## config.mk

```make
export PLATFORM = sky130hd
export DESIGN_NAME = sertx
export DESIGN_NICKNAME = d
export VERILOG_FILES = /design/src/rtl/sertx_pkg.sv /design/src/rtl/sertx_fifo.sv /design/src/rtl/sertx_wdelay.sv /design/src/rtl/sertx_clkdrv.sv /design/src/rtl/sertx.sv
export SDC_FILE = /design/constraint.sdc
export NUM_CORES = 1
export LEC_CHECK = 0
export BUFFER_PORTS_ARGS = -buffer_cell sky130_fd_sc_hd__buf_2
export CORE_UTILIZATION = 39
export DETAILED_ROUTE_END_ITERATION = 10
export RECOVER_POWER = 100
export SLEW_MARGIN = 20
export SYNTH_ARGS = -nofsm -noshare
export SYNTH_HDL_FRONTEND = slang
export SYNTH_SLANG_ARGS = --single-unit
export TNS_END_PERCENT = 100
```

## constraint.sdc

```tcl
create_clock -name clk -period 3.8 [get_ports clk]
set_input_delay 0.76 -clock clk [delete_from_list [all_inputs] [get_ports clk]]
set_output_delay 0.76 -clock clk [all_outputs]
set_load 0.01 [all_outputs]
```

## src/rtl/sertx_pkg.sv

```systemverilog
package sertx_pkg;
   typedef enum logic [1:0] {
      CLK_PARK_LOW  = 2'b00,
      CLK_PARK_HIGH = 2'b01,
      CLK_FREE      = 2'b10,
      CLK_FREE_ALT  = 2'b11
   } clk_mode_e;
endpackage

```

## src/rtl/sertx_fifo.sv

```systemverilog
module sertx_fifo #(
   parameter int W     = 8,
   parameter int DEPTH = 4
) (
   input  logic         clk,
   input  logic         rst_n,
   input  logic         wr_en,
   input  logic [W-1:0] wr_data,
   input  logic         rd_en,
   output logic [W-1:0] rd_data,
   output logic         full,
   output logic         empty,
   output logic         ovf
);
   localparam int AW = (DEPTH > 1) ? $clog2(DEPTH) : 1;
   localparam int CW = $clog2(DEPTH + 1);

   if (DEPTH < 2) begin : g_depth_chk
      $error("sertx_fifo: DEPTH must be at least 2");
   end

   logic [W-1:0]  mem [DEPTH];
   logic [AW-1:0] wp, rp, wp_nx, rp_nx;
   logic [CW-1:0] cnt;
   logic          push, pop;

   assign full  = (cnt == CW'(DEPTH));
   assign empty = (cnt == '0);
   assign push  = wr_en && !full;
   assign pop   = rd_en && !empty;
   assign rd_data = mem[rp];

   // pointer wrap: free for power-of-two depths, compare otherwise
   if ((1 << AW) == DEPTH) begin : g_pow2
      assign wp_nx = wp + 1'b1;
      assign rp_nx = rp + 1'b1;
   end else begin : g_mod
      assign wp_nx = (wp == AW'(DEPTH - 1)) ? '0 : wp + 1'b1;
      assign rp_nx = (rp == AW'(DEPTH - 1)) ? '0 : rp + 1'b1;
   end

   always_ff @(posedge clk or negedge rst_n) begin
      if (!rst_n) begin
         wp  <= '0;
         rp  <= '0;
         cnt <= '0;
         ovf <= 1'b0;
      end else begin
         if (push) wp <= wp_nx;
         if (pop)  rp <= rp_nx;
         if (push && !pop)      cnt <= cnt + 1'b1;
         else if (pop && !push) cnt <= cnt - 1'b1;
         if (wr_en && full) ovf <= 1'b1;
      end
   end

   always_ff @(posedge clk) begin
      if (push) mem[wp] <= wr_data;
   end

   assert_flags_excl_R2: assert property (@(posedge clk) disable iff (!rst_n)
      !(full && empty));
   assert_ovf_sticky_R3: assert property (@(posedge clk) disable iff (!rst_n)
      ovf |=> ovf);
   assert_ovf_cause_R3: assert property (@(posedge clk) disable iff (!rst_n)
      $rose(ovf) |-> $past(wr_en && full));
endmodule

```

## src/rtl/sertx_wdelay.sv

```systemverilog
module sertx_wdelay #(
   parameter int WD_MAX = 7,
   localparam int WD_W  = $clog2(WD_MAX + 1)
) (
   input  logic            clk,
   input  logic            rst_n,
   input  logic            d_in,
   input  logic [WD_W-1:0] sel,
   output logic            d_out
);
   if (WD_MAX < 1) begin : g_wd_chk
      $error("sertx_wdelay: WD_MAX must be at least 1");
   end

   logic [WD_MAX-1:0] line;

   always_ff @(posedge clk or negedge rst_n) begin
      if (!rst_n) begin
         line <= '0;
      end else begin
         line[0] <= d_in;
         for (int i = 1; i < WD_MAX; i++) line[i] <= line[i-1];
      end
   end

   assign d_out = (sel == '0) ? d_in : line[sel - 1'b1];
endmodule

```

## src/rtl/sertx_clkdrv.sv

```systemverilog
module sertx_clkdrv
   import sertx_pkg::*;
(
   input  logic       busy,
   input  logic       phase_hi,
   input  logic [1:0] mode,
   input  logic       pin_en,
   output logic       sclk
);
   clk_mode_e m;
   logic      run;

   assign m   = clk_mode_e'(mode);
   assign run = busy || (m == CLK_FREE) || (m == CLK_FREE_ALT);

   always_comb begin
      if (!pin_en)  sclk = 1'b0;
      else if (run) sclk = phase_hi;
      else          sclk = (m == CLK_PARK_HIGH);
   end
endmodule

```

## src/rtl/sertx.sv

```systemverilog
module sertx #(
   parameter int DIV_W      = 12,
   parameter int FIFO_DEPTH = 4,
   parameter int FRM_W      = 5,
   parameter int WD_MAX     = 7,
   localparam int WD_W      = $clog2(WD_MAX + 1)
) (
   input  logic             clk,
   input  logic             rst_n,
   input  logic             wr_en,
   input  logic [7:0]       wr_data,
   input  logic             go,
   input  logic             cont_mode,
   input  logic [FRM_W-1:0] frame_bits,
   input  logic [DIV_W-1:0] div,
   input  logic [1:0]       clk_mode,
   input  logic             clk_pin_en,
   input  logic [WD_W-1:0]  wire_dly,
   output logic             full,
   output logic             empty,
   output logic             ovf_err,
   output logic             ready,
   output logic             sdata,
   output logic             sclk
);
   if (DIV_W < 1 || FRM_W < 1) begin : g_par_chk
      $error("sertx: DIV_W and FRM_W must be positive");
   end

   logic             busy;
   logic [DIV_W-1:0] cnt;
   logic [7:0]       sh;
   logic [2:0]       bidx;
   logic [FRM_W:0]   sc;
   logic [7:0]       fifo_q;
   logic [DIV_W:0]   half;
   logic             tick, start, byte_end, frame_end, pop, phase_hi, sdata_raw;

   assign tick      = (cnt >= div);
   assign start     = go && !busy && !empty;
   assign byte_end  = (bidx == 3'd7);
   assign frame_end = !cont_mode && (sc == {1'b0, frame_bits});
   assign pop       = start || (busy && tick && !frame_end && byte_end && !empty);
   assign half      = ({1'b0, div} + 1'b1) >> 1;
   assign phase_hi  = ({1'b0, cnt} >= half);
   assign sdata_raw = busy && sh[7];
   assign ready     = !busy;

   sertx_fifo #(.W(8), .DEPTH(FIFO_DEPTH)) u_fifo (
      .clk(clk), .rst_n(rst_n), .wr_en(wr_en), .wr_data(wr_data),
      .rd_en(pop), .rd_data(fifo_q), .full(full), .empty(empty), .ovf(ovf_err)
   );

   always_ff @(posedge clk or negedge rst_n) begin
      if (!rst_n) begin
         busy <= 1'b0;
         cnt  <= '0;
         sh   <= '0;
         bidx <= '0;
         sc   <= '0;
      end else if (start) begin
         busy <= 1'b1;
         cnt  <= '0;
         sh   <= fifo_q;
         bidx <= '0;
         sc   <= '0;
      end else if (busy) begin
         if (tick) begin
            cnt <= '0;
            if (frame_end || (byte_end && empty)) begin
               busy <= 1'b0;
            end else if (byte_end) begin
               sh   <= fifo_q;
               bidx <= '0;
               sc   <= sc + 1'b1;
            end else begin
               sh   <= {sh[6:0], 1'b0};
               bidx <= bidx + 1'b1;
               sc   <= sc + 1'b1;
            end
         end else begin
            cnt <= cnt + 1'b1;
         end
      end else begin
         cnt <= tick ? '0 : cnt + 1'b1;
      end
   end

   sertx_wdelay #(.WD_MAX(WD_MAX)) u_wdelay (
      .clk(clk), .rst_n(rst_n), .d_in(sdata_raw), .sel(wire_dly), .d_out(sdata)
   );

   sertx_clkdrv u_clkdrv (
      .busy(busy), .phase_hi(phase_hi), .mode(clk_mode),
      .pin_en(clk_pin_en), .sclk(sclk)
   );

   assert_start_needs_go_R6: assert property (@(posedge clk) disable iff (!rst_n)
      $rose(busy) |-> $past(go && !empty));
   assert_frame_len_R7: assert property (@(posedge clk) disable iff (!rst_n)
      (busy && !cont_mode) |-> (sc <= {1'b0, frame_bits}));
   assert_bit_count_R5: assert property (@(posedge clk) disable iff (!rst_n)
      (busy && !tick) |=> (cnt == $past(cnt) + 1'b1));
   assert_hold_bit_R4: assert property (@(posedge clk) disable iff (!rst_n)
      (busy && !tick && !start) |=> $stable(sh));
endmodule

```

==> results.cfg, run 1 <==
[outcome]
status = finished with violations
failed_checks = capacitance limit, slew limit

[detailed_routing]
wl_microns = 7790
avgRoutedWirePerCell_microns = 14.2
antenna_left = 0
drc_errors = 0
dr_total_vias = 2764
initialDrtViolationCount = 111
viasPerCell = 5.04
drt_pass1_iterations = 6

[worst_hold_path]
worstHoldPathCells = 0
hold_path.class = flop to flop

[synthesis]
syn_avg_cell_area_sq_um = 11.8
ys.flop_type = dfrtp_1
postSynthCellCount = 350
syn_area_sq_um = 4140
synthDistinctLibCells = 43
yosys_register_bits = 77
yosys_warnings = 0
syn_nets = 423
ys_seq_area_frac = 0.504
synth-edff-count = 32
synthArstFlopShare = 0.584

[run]
maxCapViolations = 1

[layout]
layout-drive-gt1-share = 0.182
synthToLayoutAreaGrowth_pct = 15.3
fillers = 992
diodes = 0
final_cell_mix = dfrtp_1 (45), nor2_1 (36), ha_1 (36)
fin_util = 0.462
final_cells = 548
nets = 480
layout_commonest_cell = dfrtp_1
multi_input_area_sq_um = 1960
regArea_sq_um = 2090

[power]
power.leakage_nw = 2.07
power_w = 0.00270
powerDensity_nw_per_um2 = 567
peakVddDrop_mv = 0.382

[placed_design]
hpwl_microns = 5500
gp_congestion = 0.807
dp.cells = 530
port_buffers = 41
pre_cts_slack_ps = -18.1

[clock_network]
hold_buffers = 0
htree_levels = 3
clock_path_buffers = 2
cts-root-buf = clkbuf_8
cts_sinks = 77
worstSkewPairLatency_ps = 350
clk_pin_slew_ps = 80
numCtsBuffers = 9
cts_tree = yes

[timing]
maxSlewHeadroom = -0.674
period_minus_slack_ps = 3680
period_share = 0.968
fmax_mhz = 272
worst_pin_slew_ps = 2510
hold_viol_final = 0
maxSlewViolCount = 46
clock_skew_ps = 12.7
setup_viol = 0
timing.final.ws_setup_ps = 122

[floorplan]
die_h_microns = 105
ios = 42
die_x_microns = 105
die_area_sq_um = 11000
core_area_sq_um = 10300
fp-row-count = 37
start_util = 0.401

[critical_path]
crit_required_ps = 3040
path_class = input pin to output port
endpoint_kind = output port
cp.arrival_ps = 2920
start_kind = input pin
cp_max_fo = 3
reg2regPathDepth = 11

[grt]
antenna_found_initial = 0
grt_max_degree = 46
grt-ovfl-total = 0
grt_pass1_wl_microns = 13000
first_global_vias = 2792
grt_use_total = 0.151
==> registers in the layout, indices dropped and copies added (netlist names) <==
signal         flops
u_fifo.mem        32
cnt               12
sh                 8
u_wdelay.line      7
sc                 6
bidx               3
u_fifo.cnt         3
u_fifo.rp          2
u_fifo.wp          2
busy               1
u_fifo.ovf         1
==> worst max-delay path, cell delays in order <==
cell and delay (ps):
buf_2 80, inv_1 50, nor3_2 240, and3_1 240
nand2_1 100, xnor2_2 140, ha_1 290, a21o_1 190
a211o_1 300, buf_4 150, a31oi_1 190, nor3_2 70
clkbuf_2 130
==> cell families after synthesis <==
group | synth area share
simple gates | 0.126
buf+inv | 0.0372
fa+ha+maj | 0.114
compound gates | 0.0850
xor+xnor | 0.0677
mux | 0.0662
flops | 0.504
==> layer usage <==
layer / GRT usage / share of wire / vias up
li1: - / - / 1378
met2: 0.248 / 0.48 / 47
met1: 0.193 / 0.48 / 1328
met3: 0.0262 / 0.028 / 11
met5: 0 / 0 / -
met4: 0.0744 / 0.020 / 0
==> what timing repair did <==
item | CTS | global route
pin swaps | 0 | 8
gates resized for setup | 2 | 13
endpoints found under the setup margin | 1 | 1
setup buffers | 0 | 2
==> power by group <==
| part | leakage (nW) | switching (W) | internal [W] |
|---|---|---|---|
| logic | 1.14 | 0.000393 | 0.000393 |
| registers | 0.835 | 0.000199 | 0.00112 |
| clock network | 0.0931 | 0.000294 | 0.000301 |
| total | 2.07 | 0.000886 | 0.00182 |
==> synthesized netlist by cell type, drive strengths merged (7+ instances only) <==
library cell | n | area share
a211oi | 8 | 0.015
a21oi | 12 | 0.015
and3 | 7 | 0.011
dfrtp | 45 | 0.27
edfxtp | 32 | 0.23
ha | 36 | 0.11
inv | 21 | 0.019
mux4 | 9 | 0.049
nand2 | 17 | 0.015
nand3 | 15 | 0.018
nor2 | 36 | 0.033
nor4 | 7 | 0.011
o21ai | 7 | 0.0085
xnor2 | 22 | 0.047
xor2 | 10 | 0.021
==> final cells by class <==
type | instances | area share
Inverter | 21 | 0.0165
Clock inverter | 5 | 0.0110
Timing Repair Buffer | 57 | 0.0606
Tap cell | 136 | 0.0357
Multi-Input combinational cell | 241 | 0.411
Clock buffer | 11 | 0.0275
Sequential cell | 77 | 0.438
==> per-stage QoR <==
| step | cell area, sq um | setup TNS, ps | hold slack (ps) |
|---|---|---|---|
| 2_1_floorplan | 4140 | 0 | 349 |
| 3_3_place_gp | 4540 | 0 | 354 |
| 3_5_place_dp | 4540 | -18.1 | 359 |
| 4_1_cts | 4730 | 0 | 378 |
| 5_1_grt | 4770 | -16.5 | 393 |
| 6_report | 4770 | 0 | 377 |
==> worst paths after layout <==
kind                             startpoint               end  slack [ps]
min in group asynchronous             rst_n      u_fifo.rp[0]        1180
min                        u_wdelay.line[1]  u_wdelay.line[2]         380
max                                  div[8]              sclk         120
min reg2reg                u_wdelay.line[1]  u_wdelay.line[2]         380
max in group asynchronous             rst_n              busy        1190
max reg2reg                          cnt[0]             sh[2]         900
Power figures use the tool's default switching activity.
==> run 2, diff against run 1 <==
CORE_UTILIZATION = 59   (was 39)
PLACE_DENSITY = 0.76   (was default)
==> results.cfg, run 2 (synthesis gave the netlist of run 1 again) <==
[detailed_routing]
wl_microns = 7400
drc_errors = 0
drt_pass1_iterations = 4
drt-met1-wl_microns = 3470
antenna_left = 0
dr_total_vias = 2777
wl_met2_microns = 3600
initialDrtViolationCount = 196
avgRoutedWirePerCell_microns = 14.7
routed-wl-met3_microns = 201
highest_layer = met4
viasPerCell = 5.50

[grt]
first_global_vias = 2568
grt-ovfl-total = 0
grt_pass1_wl_microns = 12100
grt_use_total = 0.213
antenna_found_initial = 0
grt_max_degree = 46

[run]
maxCapViolations = 1

[critical_path]
start_kind = input pin
worst_path_largest_cell_delay_ps = 390
path_class = input pin to output port
cp_max_fo = 3
reg2regPathDepth = 11
worst-path-buf-inv = 3
endpoint_kind = output port
crit_chain = buf_2 -> inv_1 -> nor3_4 -> and4_4 -> nand2_1 -> xnor2_1 -> ha_1 -> nor2b_1 -> o21ai_0 -> nand2b_1 -> a2111oi_2 -> nor3_1 -> buf_2
cp.arrival_ps = 2910
critical_path.top_delay_family = simple AND/OR/NAND/NOR gates
crit_slowest_cell = a2111oi_2
cpMostUsedCell = buf_2
crit_required_ps = 3040
crit_cells = 13

[clock_network]
worstSkewPairLatency_ps = 340
hold_buffers = 0
cts-root-buf = clkbuf_8
clock_path_buffers = 2
numCtsBuffers = 9
cts_sinks = 77
htree_levels = 3
cts_tree = yes
clk_pin_slew_ps = 80

[layout]
stdcell_area_sq_um = 4680
layout-drive-gt1-share = 0.166
nets = 477
largest_reg_flops = 32
synthToLayoutAreaGrowth_pct = 13.1
layout_commonest_cell = dfrtp_1
regArea_sq_um = 2090
final_cells = 505
diodes = 0
final_cell_mix = dfrtp_1 (45), nor2_1 (36), ha_1 (36)
reg_top3 = u_fifo.mem x32, cnt x12, sh x8
fillers = 499
multi_input_area_sq_um = 1920
regMostFlops = u_fifo.mem

[floorplan]
ios = 42
start_util = 0.609
core_area_sq_um = 6790
die_h_microns = 85.7
die_area_sq_um = 7350
fp-row-count = 30
die_x_microns = 85.7

[timing]
maxSlewHeadroom = -0.600
setup_tns_ps = 0
maxSlewViolCount = 46
fmax_mhz = 272
period_minus_slack_ps = 3670
clock_skew_ps = 14.4
setup_viol = 0
worst_pin_slew_ps = 2400
period_share = 0.966
hold_viol_final = 0

[worst_hold_path]
hold_path.class = flop to flop
worstHoldPathCells = 0

[placed_design]
placed_cell_area_sq_um = 4490
hpwl_microns = 5230
gp_congestion = 0.752
dp.cells = 489
port_buffers = 41

[power]
power_switching_w = 0.000908
combPwrFrac = 0.286
switching_share = 0.333
peakVddDrop_mv = 0.328
p_int_w = 0.00182
power.leakage_nw = 2.05
p_seq_frac = 0.484
p_clk_frac = 0.229
powerDensity_nw_per_um2 = 583

[outcome]
failed_checks = capacitance limit, slew limit
status = finished with violations
-- run 2: changes by cell type in the layout (fill, tap and decap cells not counted), sizes merged --
| cell | delta |
|---|---|
| buf | -2 |
| clkbuf | -3 |
| clkinv | -1 |
| inv | +3 |
-- run 2: area by class of cell --
class / instances / share of cell area
Clock buffer: 9 / 0.0265
Clock inverter: 7 / 0.0171
Inverter: 21 / 0.0168
Multi-Input combinational cell: 241 / 0.411
Sequential cell: 77 / 0.446
Tap cell: 96 / 0.0257
Timing Repair Buffer: 54 / 0.0575
-- run 2: metal layers --
layer  GRT usage  vias to the layer above
met2       0.346                       53
met1       0.292                     1330
li1            -                     1380
met4      0.0545                        0
met3      0.0491                       14
met5           0                        -
-- run 2: what timing repair did --
action | CTS | global route
setup buffers | 0 | 0
gates resized for setup | 1 | 5
pin swaps | 0 | 2
setup endpoints to repair | 1 | 1
cloned | 0 | 0
-- run 2: through the flow --
| stage | setup WS (ps) | util | power [W] | hold WS (ps) |
|---|---|---|---|---|
| floorplan | 316 | - | 0.00189 | 349 |
| global placement | 19.4 | 0.660 | 0.00207 | 355 |
| detailed placement | -31.9 | 0.660 | 0.00212 | 358 |
| CTS | 29.3 | 0.691 | 0.00276 | 377 |
| global route | -61.8 | 0.689 | 0.00291 | 386 |
| finish | 129 | 0.689 | 0.00273 | 374 |
-- run 2: worst register-to-register path, stage by stage, from the launching register on --
cell and delay (ps):
dfrtp_1 420, inv_1 90, ha_1 260, nand2b_1 140, a21oi_1 160, o21ai_0 110, a31oi_1 250, clkbuf_1 260
a211o_1 140, clkbuf_1 920, nor4_1 120, a211oi_1 260
-- run 2: final timing paths --
check | from | slack (ps) | endpoint
hold reg to reg | u_wdelay.line[1] | 370 | u_wdelay.line[2]
setup / recovery | div[3] | 130 | sclk
hold / removal | u_wdelay.line[1] | 370 | u_wdelay.line[2]
max in group asynchronous | rst_n | 1280 | cnt[3]
min in group asynchronous | rst_n | 1140 | cnt[11]
setup reg to reg | cnt[0] | 600 | sh[2]
-- run 2: power groups by stage --
stage                     Combinational [W]  Sequential [W]  Clock, W
after floorplan                    0.000628         0.00127         0
after global placement             0.000746         0.00133         0
after detailed placement           0.000781         0.00134         0
after CTS                          0.000794         0.00133  0.000637
after global routing               0.000883         0.00136  0.000670
final                              0.000781         0.00132  0.000626
==> run 3, diff against run 2 <==
SYNTH_HIERARCHICAL = 1   (was default)
==> results.cfg, run 3 <==
[critical_path]
crit_chain = buf_6 -> inv_4 -> nor2_4 -> buf_6 -> nand4_1 -> xnor2_1 -> ha_1 -> a21oi_2 -> o21ai_2 -> a21o_1 -> a211oi_2 -> nor2_1 -> or3_1 -> o211ai_1 -> o31ai_1 -> buf_2
crit_slowest_cell = or3_1
critical_path.top_delay_family = compound AO/OA/AOI/OAI gates
worst-path-buf-inv = 4
path_class = input pin to output port
cp.arrival_ps = 3100
worst_path_largest_cell_delay_ps = 360
start_kind = input pin
cp_max_fo = 3
endpoint_kind = output port
crit_required_ps = 3040
cpMostUsedCell = buf_6

[timing]
maxSlewViolCount = 46
period_share = 1.01
clock_skew_ps = 6.99
worst_pin_slew_ps = 2410
rsz0062_at_grt = yes
fmax_mhz = 259
hold_viol_final = 0
timing.final.ws_setup_ps = -56.7
setup_viol = 1
period_minus_slack_ps = 3860
maxSlewHeadroom = -0.606

[layout]
multi_input_area_sq_um = 1960
fin_util = 0.709
fillers = 524
diodes = 0
synthToLayoutAreaGrowth_pct = 16.0
final_cell_mix = dfrtp_1 (45), ha_1 (35), edfxtp_1 (32)
reg_top3 = u_fifo/mem x32, cnt x12, sh x8
nets = 492
largest_reg_flops = 32
layout_commonest_cell = dfrtp_1
regMostFlops = u_fifo/mem
layout-drive-gt1-share = 0.226
final_cells = 520
regArea_sq_um = 2090

[clock_network]
htree_levels = 3
numCtsBuffers = 9
cts_sinks = 77
clock_path_buffers = 2
worstSkewPairLatency_ps = 340
cts_tree = yes
clk_pin_slew_ps = 80
hold_buffers = 0
cts-root-buf = clkbuf_8

[detailed_routing]
drt_pass1_iterations = 4
drc_errors = 0
dr_total_vias = 2807
wl_microns = 7460
antenna_left = 0
viasPerCell = 5.40
avgRoutedWirePerCell_microns = 14.4
initialDrtViolationCount = 172

[power]
powerDensity_nw_per_um2 = 573
power.leakage_nw = 2.19
peakVddDrop_mv = 0.547

[placed_design]
hpwl_microns = 5340
port_buffers = 41
dp.cells = 499
gp_congestion = 0.780

[floorplan]
die_area_sq_um = 7410
ios = 42
die_x_microns = 86.1
start_util = 0.611
die_h_microns = 86.1
core_area_sq_um = 6830
fp-row-count = 30

[synthesis]
synth-edff-count = 32
synth_top_area_share = 0.270
ys.flop_type = dfrtp_1
syn_area_sq_um = 4170
yosys_register_bits = 77
synthDistinctLibCells = 51
syn_nets = 424
yosys_warnings = 6
ys_seq_area_frac = 0.500
syn_avg_cell_area_sq_um = 11.9
synth_area_leaders = dfrtp_1 (27%), edfxtp_1 (23%), ha_1 (11%), mux4_2 (4.3%), xnor2_1 (4.0%)
yosysTopAreaCell = dfrtp_1
synth_common_cells = dfrtp_1 (45), ha_1 (36), edfxtp_1 (32)
postSynthCellCount = 351
yosysMostFrequentCell = dfrtp_1
synthArstFlopShare = 0.584

[grt]
grt-ovfl-total = 0
first_global_vias = 2773
grt_use_total = 0.217
grt_pass1_wl_microns = 12500
antenna_found_initial = 0
grt_max_degree = 46

[outcome]
status = finished with violations
failed_checks = capacitance limit, slew limit, setup timing

[run]
maxCapViolations = 1

[worst_hold_path]
hold_path.class = flop to flop
## run 3: changes by cell type after synthesis, moves of 4 or more
cell      before  now
nor3_1         4    8
clkbuf_1       5    0
nand4_1        2    6
nand2_1       17   29
a31oi_1        2    7
a21oi_1       12    8
inv_1         21   25
nor2_1        36   24
o211ai_1       5    1
a211oi_1       8    2
mux2i_1        6   12
and2_1         6    2
nor4_1         7    1
and2_2         0    4
## run 3: cells by family after synthesis
group           Yosys count  share of synthesized area
simple gates            108                      0.132
flops                    77                      0.500
compound gates           42                     0.0689
fa+ha+maj                37                      0.113
buf+inv                  33                     0.0360
xor+xnor                 30                     0.0629
mux                      24                     0.0872
## run 3: layout make-up
type / instances / area share
clock inverters: 7 / 0.0147
inverters: 26 / 0.0207
clock buffers: 9 / 0.0256
well taps: 96 / 0.0248
flip-flops and latches: 77 / 0.431
repair buffers: 64 / 0.0778
multi-input cells: 241 / 0.405
## run 3: repair_timing
action | in CTS | in global routing
pin swaps | 11 | 16
endpoints found under the setup margin | 1 | 1
resized for setup | 12 | 10
buffers inserted | 2 | 3
## run 3: where the power goes
| part | leakage [nW] | internal, W | switching, W |
|---|---|---|---|
| registers | 0.834 | 0.00113 | 0.000202 |
| clock network | 0.100 | 0.000259 | 0.000332 |
| logic | 1.25 | 0.000429 | 0.000426 |
| total | 2.19 | 0.00181 | 0.000960 |
## run 3: worst paths after layout
kind / startpoint / end / slack, ps / depth (start not counted)
max: div[3] / sclk / -60 / 16
min: u_wdelay/line[0] / u_wdelay/line[1] / 380 / 0
max reg2reg: cnt[0] / u_fifo/cnt[1] / 720 / 13
min reg2reg: u_wdelay/line[0] / u_wdelay/line[1] / 380 / 0
max in group asynchronous: rst_n / u_wdelay/line[1] / 1290 / 1
min in group asynchronous: rst_n / cnt[11] / 1150 / 1
## run 3: worst reg2reg max path, cell delays in order, from the launching register on
cell and delay [ps]:
dfrtp_1 400, inv_1 90, ha_1 280, nor2b_1 40
o21ai_0 190, o2111ai_1 190, and2_0 210, o41ai_1 340
buf_4 190, nand2b_1 100, ha_1 230, inv_1 70
fa_1 390, mux2_2 260
## run 3: routing by layer
| layer | vias up | share of wire | track usage | routed length [microns] |
|---|---|---|---|---|
| met2 | 56 | 0.49 | 0.359 | 3630 |
| met1 | 1352 | 0.48 | 0.294 | 3550 |
| met4 | 0 | 0.0062 | 0.0485 | 46 |
| met5 | - | 0 | 0 | 0 |
| met3 | 4 | 0.032 | 0.0510 | 236 |
| li1 | 1395 | - | - | - |
## run 3: metrics by stage
| stage | TNS, ps | area, sq um | power, W | setup slack, ps | hold WS (ps) |
|---|---|---|---|---|---|
| floorplan | 0 | 4170 | 0.00196 | 50.9 | 346 |
| finish | -56.7 | 4840 | 0.00277 | -56.7 | 379 |
| CTS | 0 | 4840 | 0.00282 | 0.122 | 381 |
| detailed placement | -352 | 4580 | 0.00222 | -352 | 362 |
| global placement | -180 | 4580 | 0.00217 | -180 | 355 |
| global route | -235 | 4840 | 0.00298 | -235 | 391 |
